**src/rtl/sertx_pkg.sv**
```systemverilog
package sertx_pkg;

  // Frame phases of the shifter
  typedef enum logic [2:0] {
    PH_IDLE,
    PH_START,
    PH_DATA,
    PH_PAR,
    PH_STOP
  } txPhaseT;

  // Character format, same bit order as lineCfg[5:0]
  typedef struct packed {
    logic       stick;
    logic       evenSel;
    logic       parEn;
    logic       stopSel;
    logic [1:0] wlen;
  } txFmtT;

  // Strobes from control to datapath
  typedef struct packed {
    logic load;
    logic shift;
  } txStrobeT;

  localparam int MIN_WORD = 5;

endpackage

```
**src/rtl/serTxCtrl.sv**
```systemverilog
module serTxCtrl
  import sertx_pkg::*;
#(
  parameter int OVS    = 16,
  parameter int DATA_W = 8
) (
  input  logic     clk,
  input  logic     rstN,
  input  logic     tickEn,
  input  logic     holdFull,
  input  txFmtT    fmtQ,
  output txPhaseT  phase,
  output txStrobeT strobe
);

  localparam int HALF  = OVS / 2;
  localparam int CNT_W = $clog2(2 * OVS);
  localparam int BIT_W = $clog2(DATA_W);

  logic [CNT_W-1:0] tickCnt;
  logic [CNT_W-1:0] lastTick;
  logic [BIT_W-1:0] bitCnt;
  logic [BIT_W-1:0] lastBit;
  logic             bitEnd;
  txPhaseT          phaseNext;

  // Index of the final data bit for the captured length
  always_comb lastBit = BIT_W'(MIN_WORD - 1) + BIT_W'(fmtQ.wlen);

  // Tick count of the current phase, minus one
  always_comb begin
    lastTick = CNT_W'(OVS - 1);
    if (phase == PH_STOP && fmtQ.stopSel) begin
      if (fmtQ.wlen == 2'd0) lastTick = CNT_W'(OVS + HALF - 1);
      else                   lastTick = CNT_W'(2 * OVS - 1);
    end
  end

  always_comb bitEnd = tickEn && (phase != PH_IDLE) && (tickCnt == lastTick);

  always_comb begin
    strobe.load  = (phase == PH_IDLE) && holdFull;
    strobe.shift = bitEnd && (phase == PH_DATA);
  end

  always_comb begin
    phaseNext = phase;
    case (phase)
      PH_IDLE:  if (holdFull) phaseNext = PH_START;
      PH_START: if (bitEnd) phaseNext = PH_DATA;
      PH_DATA:  if (bitEnd && bitCnt == lastBit)
                  phaseNext = fmtQ.parEn ? PH_PAR : PH_STOP;
      PH_PAR:   if (bitEnd) phaseNext = PH_STOP;
      PH_STOP:  if (bitEnd) phaseNext = PH_IDLE;
      default:  phaseNext = PH_IDLE;
    endcase
  end

  always_ff @(posedge clk) begin
    if (!rstN) begin
      phase   <= PH_IDLE;
      tickCnt <= '0;
      bitCnt  <= '0;
    end else begin
      phase <= phaseNext;
      if (phase == PH_IDLE) begin
        tickCnt <= '0;
        bitCnt  <= '0;
      end else if (tickEn) begin
        tickCnt <= bitEnd ? '0 : tickCnt + 1'b1;
        if (strobe.shift) bitCnt <= bitCnt + 1'b1;
      end
    end
  end

  // without a tick an active frame holds its position
  assert_tick_hold_R1: assert property (@(posedge clk) disable iff (!rstN)
    (phase != PH_IDLE && !tickEn) |=> ($stable(phase) && $stable(tickCnt) && $stable(bitCnt)));

  // a load always opens a start bit
  assert_load_start_R1: assert property (@(posedge clk) disable iff (!rstN)
    strobe.load |=> (phase == PH_START && tickCnt == '0));

  // only the stop phase may count past one bit time
  assert_tick_range_R2: assert property (@(posedge clk) disable iff (!rstN)
    (phase != PH_STOP) |-> (tickCnt < CNT_W'(OVS)));

  // data counter never exceeds the captured length
  assert_bit_range_R1: assert property (@(posedge clk) disable iff (!rstN)
    (phase == PH_DATA) |-> (bitCnt <= lastBit));

endmodule

```
**src/rtl/serTxData.sv**
```systemverilog
module serTxData
  import sertx_pkg::*;
#(
  parameter int DATA_W = 8
) (
  input  logic              clk,
  input  logic              rstN,
  input  logic              wrEn,
  input  logic [DATA_W-1:0] wrData,
  input  txFmtT             cfgNow,
  input  logic              brk,
  input  txPhaseT           phase,
  input  txStrobeT          strobe,
  output logic              holdFull,
  output txFmtT             fmtQ,
  output logic              serOut
);

  logic [DATA_W-1:0] holdReg;
  logic [DATA_W-1:0] shReg;
  logic [DATA_W-1:0] dataMask;
  logic [DATA_W-1:0] masked;
  logic              parBit;
  logic              parNext;
  logic              lineBit;

  // Keep only the bits within the selected length
  always_comb begin
    for (int i = 0; i < DATA_W; i++)
      dataMask[i] = (i < MIN_WORD + int'(cfgNow.wlen));
    masked = holdReg & dataMask;
  end

  always_comb begin
    if (cfgNow.stick) parNext = ~cfgNow.evenSel;
    else              parNext = (^masked) ^ ~cfgNow.evenSel;
  end

  always_ff @(posedge clk) begin
    if (!rstN) begin
      holdReg  <= '0;
      holdFull <= 1'b0;
      shReg    <= '0;
      parBit   <= 1'b0;
      fmtQ     <= '0;
    end else begin
      if (wrEn) begin
        holdReg  <= wrData;
        holdFull <= 1'b1;
      end else if (strobe.load) begin
        holdFull <= 1'b0;
      end
      if (strobe.load) begin
        shReg  <= masked;
        parBit <= parNext;
        fmtQ   <= cfgNow;
      end else if (strobe.shift) begin
        shReg <= shReg >> 1;
      end
    end
  end

  always_comb begin
    case (phase)
      PH_START: lineBit = 1'b0;
      PH_DATA:  lineBit = shReg[0];
      PH_PAR:   lineBit = parBit;
      default:  lineBit = 1'b1;
    endcase
    serOut = brk ? 1'b0 : lineBit;
  end

  // a write always leaves the holding register occupied
  assert_write_fills_R6: assert property (@(posedge clk) disable iff (!rstN)
    wrEn |=> holdFull);

  // a transfer without a new write frees the holding register
  assert_load_frees_R6: assert property (@(posedge clk) disable iff (!rstN)
    (strobe.load && !wrEn) |=> !holdFull);

  // captured format holds for the whole frame
  assert_fmt_locked_R10: assert property (@(posedge clk) disable iff (!rstN)
    (phase != PH_IDLE && !strobe.load) |=> $stable(fmtQ));

endmodule

```
**src/rtl/async_serial_tx.sv**
```systemverilog
module async_serial_tx
  import sertx_pkg::*;
#(
  parameter int OVS    = 16,
  parameter int DATA_W = 8
) (
  input  logic              clk,
  input  logic              rstN,
  input  logic              tickEn,
  input  logic              wrEn,
  input  logic [DATA_W-1:0] wrData,
  input  logic [6:0]        lineCfg,
  output logic              serOut,
  output logic              holdEmpty,
  output logic              txEmpty
);

  txPhaseT  phase;
  txStrobeT strobe;
  txFmtT    fmtQ;
  txFmtT    cfgNow;
  logic     holdFull;
  logic     brk;

  always_comb begin
    cfgNow = txFmtT'(lineCfg[5:0]);
    brk    = lineCfg[6];
  end

  serTxCtrl #(.OVS(OVS), .DATA_W(DATA_W)) ctrl_i (
    .clk      (clk),
    .rstN     (rstN),
    .tickEn   (tickEn),
    .holdFull (holdFull),
    .fmtQ     (fmtQ),
    .phase    (phase),
    .strobe   (strobe)
  );

  serTxData #(.DATA_W(DATA_W)) data_i (
    .clk      (clk),
    .rstN     (rstN),
    .wrEn     (wrEn),
    .wrData   (wrData),
    .cfgNow   (cfgNow),
    .brk      (brk),
    .phase    (phase),
    .strobe   (strobe),
    .holdFull (holdFull),
    .fmtQ     (fmtQ),
    .serOut   (serOut)
  );

  always_comb begin
    holdEmpty = !holdFull;
    txEmpty   = !holdFull && (phase == PH_IDLE);
  end

  // break drives the line low
  assert_break_low_R5: assert property (@(posedge clk) disable iff (!rstN)
    brk |-> !serOut);

  // an empty transmitter implies an empty holding register
  assert_txempty_R7: assert property (@(posedge clk) disable iff (!rstN)
    txEmpty |-> holdEmpty);

  // idle line marks high
  assert_idle_mark_R8: assert property (@(posedge clk) disable iff (!rstN)
    (txEmpty && !brk) |-> serOut);

endmodule

```
**config.mk**
```make
export PLATFORM = sky130hd
export DESIGN_NAME = async_serial_tx
export DESIGN_NICKNAME = d
export VERILOG_FILES = /design/src/rtl/sertx_pkg.sv /design/src/rtl/serTxCtrl.sv /design/src/rtl/serTxData.sv /design/src/rtl/async_serial_tx.sv
export SDC_FILE = /design/constraint.sdc
export NUM_CORES = 1
export LEC_CHECK = 0
export CORE_MARGIN = 8
export CORE_UTILIZATION = 40
export DETAILED_ROUTE_END_ITERATION = 10
export DONT_BUFFER_PORTS = 1
export PLACE_DENSITY = 0.6
export SLEW_MARGIN = 30
export SYNTH_ARGS = -nofsm -noshare
export SYNTH_HDL_FRONTEND = slang
export SYNTH_SLANG_ARGS = --single-unit
```
**constraint.sdc**
```tcl
create_clock -name clk -period 2.1 [get_ports clk]
set_input_delay 0 -clock clk [delete_from_list [all_inputs] [get_ports clk]]
set_output_delay 0 -clock clk [all_outputs]
set_load 0.1 [all_outputs]
```
After elaboration in Yosys (flattened, before gate mapping)
Index checks and enable logic that the tools add are counted.

Input bits: 19. Memory bits (writable): 0. Memories kept: 0. Flip-flop bits (word level): 33. Latch bits: 0. ROM bits: 0. Logic and storage cells: 71. Output and inout bits: 3.

Divide/modulo/power cells: 0. Equality and inequality tests: 11. $mul: 0. Add/subtract/negate cells: 4. Shifts and indexed selects: 0. Magnitude comparators: 8. Bitwise operators: 4. Reductions and logical operators: 17. Multiplexer cells: 17.

Operators by type and width (number): 4-bit by 32-bit < comparator with 1-bit output, first input constant (4); 3-bit by 32-bit < comparator with 1-bit output, first input constant (2); 2-bit by 32-bit < comparator with 1-bit output, first input constant (1); 3-bit two-way mux (6); 8-bit two-way mux (2); 3-bit case mux with 5 select lines (1); 5-bit two-way mux (2); 8-bit bitwise AND (1); 2-bit by 1-bit != test with 1-bit output, second input constant (4); 8-bit XOR reduction (1); 1-bit logical AND (7); 3-bit by 2-bit equality test with 1-bit output, second input constant (2); 5-bit by 1-bit adder with 5-bit output, second input constant (1); 5-bit equality test (1); 5-bit AND reduction (1); 3-bit by 2-bit adder with 4-bit output, first input constant (1); 1-bit by 4-bit < comparator with 1-bit output, first input constant (1); 1-bit two-way mux (4); 4-bit two-way mux (1); 2-bit nonzero test (2); 3-bit by 1-bit adder with 3-bit output, second input constant (1); 3-bit by 2-bit adder with 3-bit output, first input constant (1); 3-bit by 1-bit equality test with 1-bit output, second input constant (1); 3-bit equality test (1); other kinds (11) (12).

Logic depth before layout (Yosys ltp)
Depth in word-level cells: 8. Gate-level depth with buffers: 9. Gate-level depth less buffers: 6.

Modules after synthesis
A second synthesis with hierarchy kept.

Cells, all modules: 207. Area total of the unflattened synthesis: 1883.1 um^2.

By module, submodules not included: serTxData (cells an instance 123, area each 1168.6 um^2, sequential area each 480.5 um^2, times used 1); serTxCtrl (cells an instance 82, area each 698.2 um^2, sequential area each 220.2 um^2, times used 1); async_serial_tx (cells an instance 2, area each 16.3 um^2, sequential area each 0.0 um^2, times used 1).

Worst setup path after synthesis
No wires, ideal clock.

Path kind: register to register. Start: reg ctrl_i.phase[1]. End: reg ctrl_i.phase[2]. Slack: -613 ps. Clock period less this slack: 2713 ps. Stages on the path, launching flop included: 7. Data required time: 2028 ps. Data arrival time: 2641 ps. Library setup time: 72 ps. Path buffers: 2. Path through: dfxtp_1 > buf_6 > or3_1 > clkbuf_2 > nor2_1 > nand3b_1 > mux2i_1.

Longest elaborated chain between the ends: 8. Elaborated cells on any way between the ends: 19. Classes of those cells: 10 x eq/ne; 2 x mux; 7 x reduce/logical.

Ends and longest elaborated chain: start: declaration (RTL line serTxCtrl.sv:12) `output txPhaseT phase,`; start signal: assignment (RTL line serTxCtrl.sv:65) `phase <= phaseNext;`; 3-bit equality test (RTL line serTxCtrl.sv:33, serTxCtrl.sv:48); 1-bit logical AND (RTL line serTxCtrl.sv:33) `if (phase == PH_STOP && fmtQ.stopSel) begin`; 5-bit two-way mux (RTL line serTxCtrl.sv:33); 5-bit equality test (RTL line serTxCtrl.sv:39) `always_comb bitEnd = tickEn && (phase != PH_IDLE) && (tickCnt == lastTick);`; 1-bit logical AND (RTL line serTxCtrl.sv:39); 1-bit logical AND (RTL line serTxCtrl.sv:51) `PH_DATA: if (bitEnd && bitCnt == lastBit)`; 2-bit != test (no source line); 5-bit AND reduction (no source line).

Several ways; a longest one is shown, not always the timed one. A chain may end at the register's enable or synchronous reset.

Worst setup path in the final report
Start: reg ctrl_i.phase[2]. End: reg ctrl_i.phase[1].

Same word-level chain as after synthesis.

==> results.md <==
- Status: finished clean
- Crit path time final: 1.94 ns
- Vias per cell: 5.17
- Placer congestion estimate: 0.760
- Post-route antenna net violation count: 0
- Count of final setup violators: 0
- Routed wire per std cell: 13.4 um
- Layout cells sized above 1: 0.0882
- # DRC: 0
- DRT iter0 DRCs: 46
- GRT overflow: 0
- Worst setup SP type: flop
- Final worst path period share: 0.926
- Post-synth ARST share: 0
- Endpoints failing hold: 0
- Maximum clock insertion buffer count: 2
- R2R depth: 6
- Worst slew pin tran: 0.918 ns
- Seq cells post-synth: 33
- Sequential element share of the synthesized area: 0.402
- Total wire length: 3410 um
- Vias in the first global route: 1,370
- Initial antenna violation count: 0
- EDFF count, synth: 0
- Mean Syn Cell Area: 9.12 sq um
- Max_slew headroom: 0.386
- Achievable Freq: 514 MHz
- Final Skew: 0.00832 ns
- Clk root buf: clkbuf_8
- Die Area: 6410 sq um
- Chip height: 80.1 um
- Layout area overhead: 23.6%
- Core ar.: 3970 sq um
- Synthesis warning total: 0
- Worst min path class: primary input to flop
- Row count: 23
- Lkg Pwr: 0.734 nW
- Met3 WL: 162 um
- DP Wirelength: 2410 um
- Synth Flop Type: dfxtp_1
- CP endpoint kind: flop
- Final nets: 225
- Yosys top cell area share: 0.402
- Req. time, crit path: 2.29 ns
- Synth cell types: 38
- Clk_lat worst skew: 0.28 ns
- Crit Path Category: flop to flop
- CTS tree: done
- Top cells by area, synth: dfxtp_1, mux2i_1, nor2b_1, xnor2_1, a21oi_1
- Io pins: 22
- First-pass GRT wire length: 5850 um
- Largest net degree at the start of global routing: 32
- Max rail drop VDD: 0.476 mV
- Fill cells: 362
- Gr usage total: 0.115
- Post-synthesis cell area: 1640 sq um
- Die width: 80.1 um
- # diodes: 0
- Area leader, netlist: dfxtp_1
- Most frequent cells after synthesis: dfxtp_1, mux2i_1, nor2b_1
- Post-Syn Nets: 201
- Max Cap Viol: 0
- Via count: 1,313
- Finished Layout Cells: 254
- Met1 WL: 1420 um
- Slew Limit Fails: 0
- Clock buffer count from CTS: 5
- Final cell utilization of the core: 0.511
- DR top layer: met4
- Synth Instances: 180
- Initial Util: 0.413
- First-pass DRT Iterations: 4
- Critical Path AT: 2.14 ns
- Power Total: 1.84 mW
- P per Cell Area: 906 nW/um^2
- Clock slew at reported path FFs: 0.07 ns
- Clk sink count: 33
- PortBufs: 0
- Met2 WL: 1760 um
- Min-Delay Path Depth: 3
- Placed insts: 225
- H-tree depth: 2
- Most common cell in the netlist: dfxtp_1
- CP max FO: 8
-- layer usage --
metal | up-vias | GRT usage
met4 | 0 | 0.0655
met3 | 8 | 0.0391
met1 | 600 | 0.115
met2 | 36 | 0.205
li1 | 669 | -
met5 | - | 0
-- cells in the final DEF, fill, tap and decap left out, types with 2 or more instances in the layout --
master / count
ha_1: 2
dlygate4sd3_1: 21
xnor2_1: 10
mux2i_1: 22
nor2_4: 2
dfxtp_1: 32
inv_1: 4
o21ai_0: 10
nor2b_1: 14
and2_1: 2
xor2_1: 6
nand3_1: 7
nor3b_1: 3
a311oi_1: 2
clkbuf_8: 6
buf_4: 4
nand2b_1: 2
nor2_1: 10
a21oi_1: 12
nand2_1: 12
-- final cells by class --
class	count	area (sq um)	share of cell area
inverters	4	15.0	0.00740
flip-flops and latches	33	662	0.326
clock buffers	7	86.3	0.0426
repair buffers	26	260	0.128
well taps	50	62.6	0.0308
multi-input cells	134	942	0.465
-- per-stage QoR --
step,setup TNS (ns),instance area (sq um),hold slack (ns),worst slack (ns)
final,0,2030,0.0157,0.156
after global routing,-0.000246,2030,0.0179,-0.000246
after CTS,0,2000,0.00666,0.0785
after detailed placement,0,1700,0.129,0.100
after global placement,0,1700,0.128,0.193
after floorplan,0,1650,0.137,0.222
-- final timing paths --
kind,from,endpoint,slack (ns)
worst max-delay path,ctrl_i.phase[2],ctrl_i.phase[1],0.16
worst max register to register,ctrl_i.phase[2],ctrl_i.phase[1],0.16
worst min register to register,data_i.parBit,data_i.parBit,0.50
worst min-delay path,rstN,data_i.parBit,0.02
-- critical path, cell delays in order, from the launching register on --
cell and delay, ns:
dfxtp_1 0.45, nand4bb_1 0.23, xor2_1 0.28, o2111ai_4 0.21
o21bai_1 0.26, nand3b_1 0.18, o31ai_1 0.24
-- state kept, by name, summed over array words and instances, names as in the netlist --
register         flops
data_i.holdReg       8
data_i.shReg         8
ctrl_i.tickCnt       5
data_i.fmtQ          4
ctrl_i.bitCnt        3
ctrl_i.phase         3
data_i.holdFull      1
data_i.parBit        1
-- timing repair --
item                                   in CTS  in global routing
endpoints found under the hold margin      33                  0
hold buffers                               21                  0
setup buffers                               0                  1
gates resized for setup                     0                  2
setup endpoints to repair                   0                 14
-- power by group --
part           internal (mW)  switching, mW  total [mW]
sequential             0.705         0.0772       0.782
combinational          0.218          0.373       0.592
clock                  0.260          0.205       0.464
-- kinds of logic (layout without fill, tap and decap cells) --
kind of cell	after synthesis	after routing	synth area share
DFF	33	33	0.402
and+or+nand+nor	63	63	0.213
adders and majority gates	2	2	0.0152
muxes	22	22	0.134
buffers and inverters	13	37	0.0366
AOI/OAI and AO/OA	31	31	0.114
xor gates and xnor gates	16	16	0.0854
(Power assumes the default switching activity.)
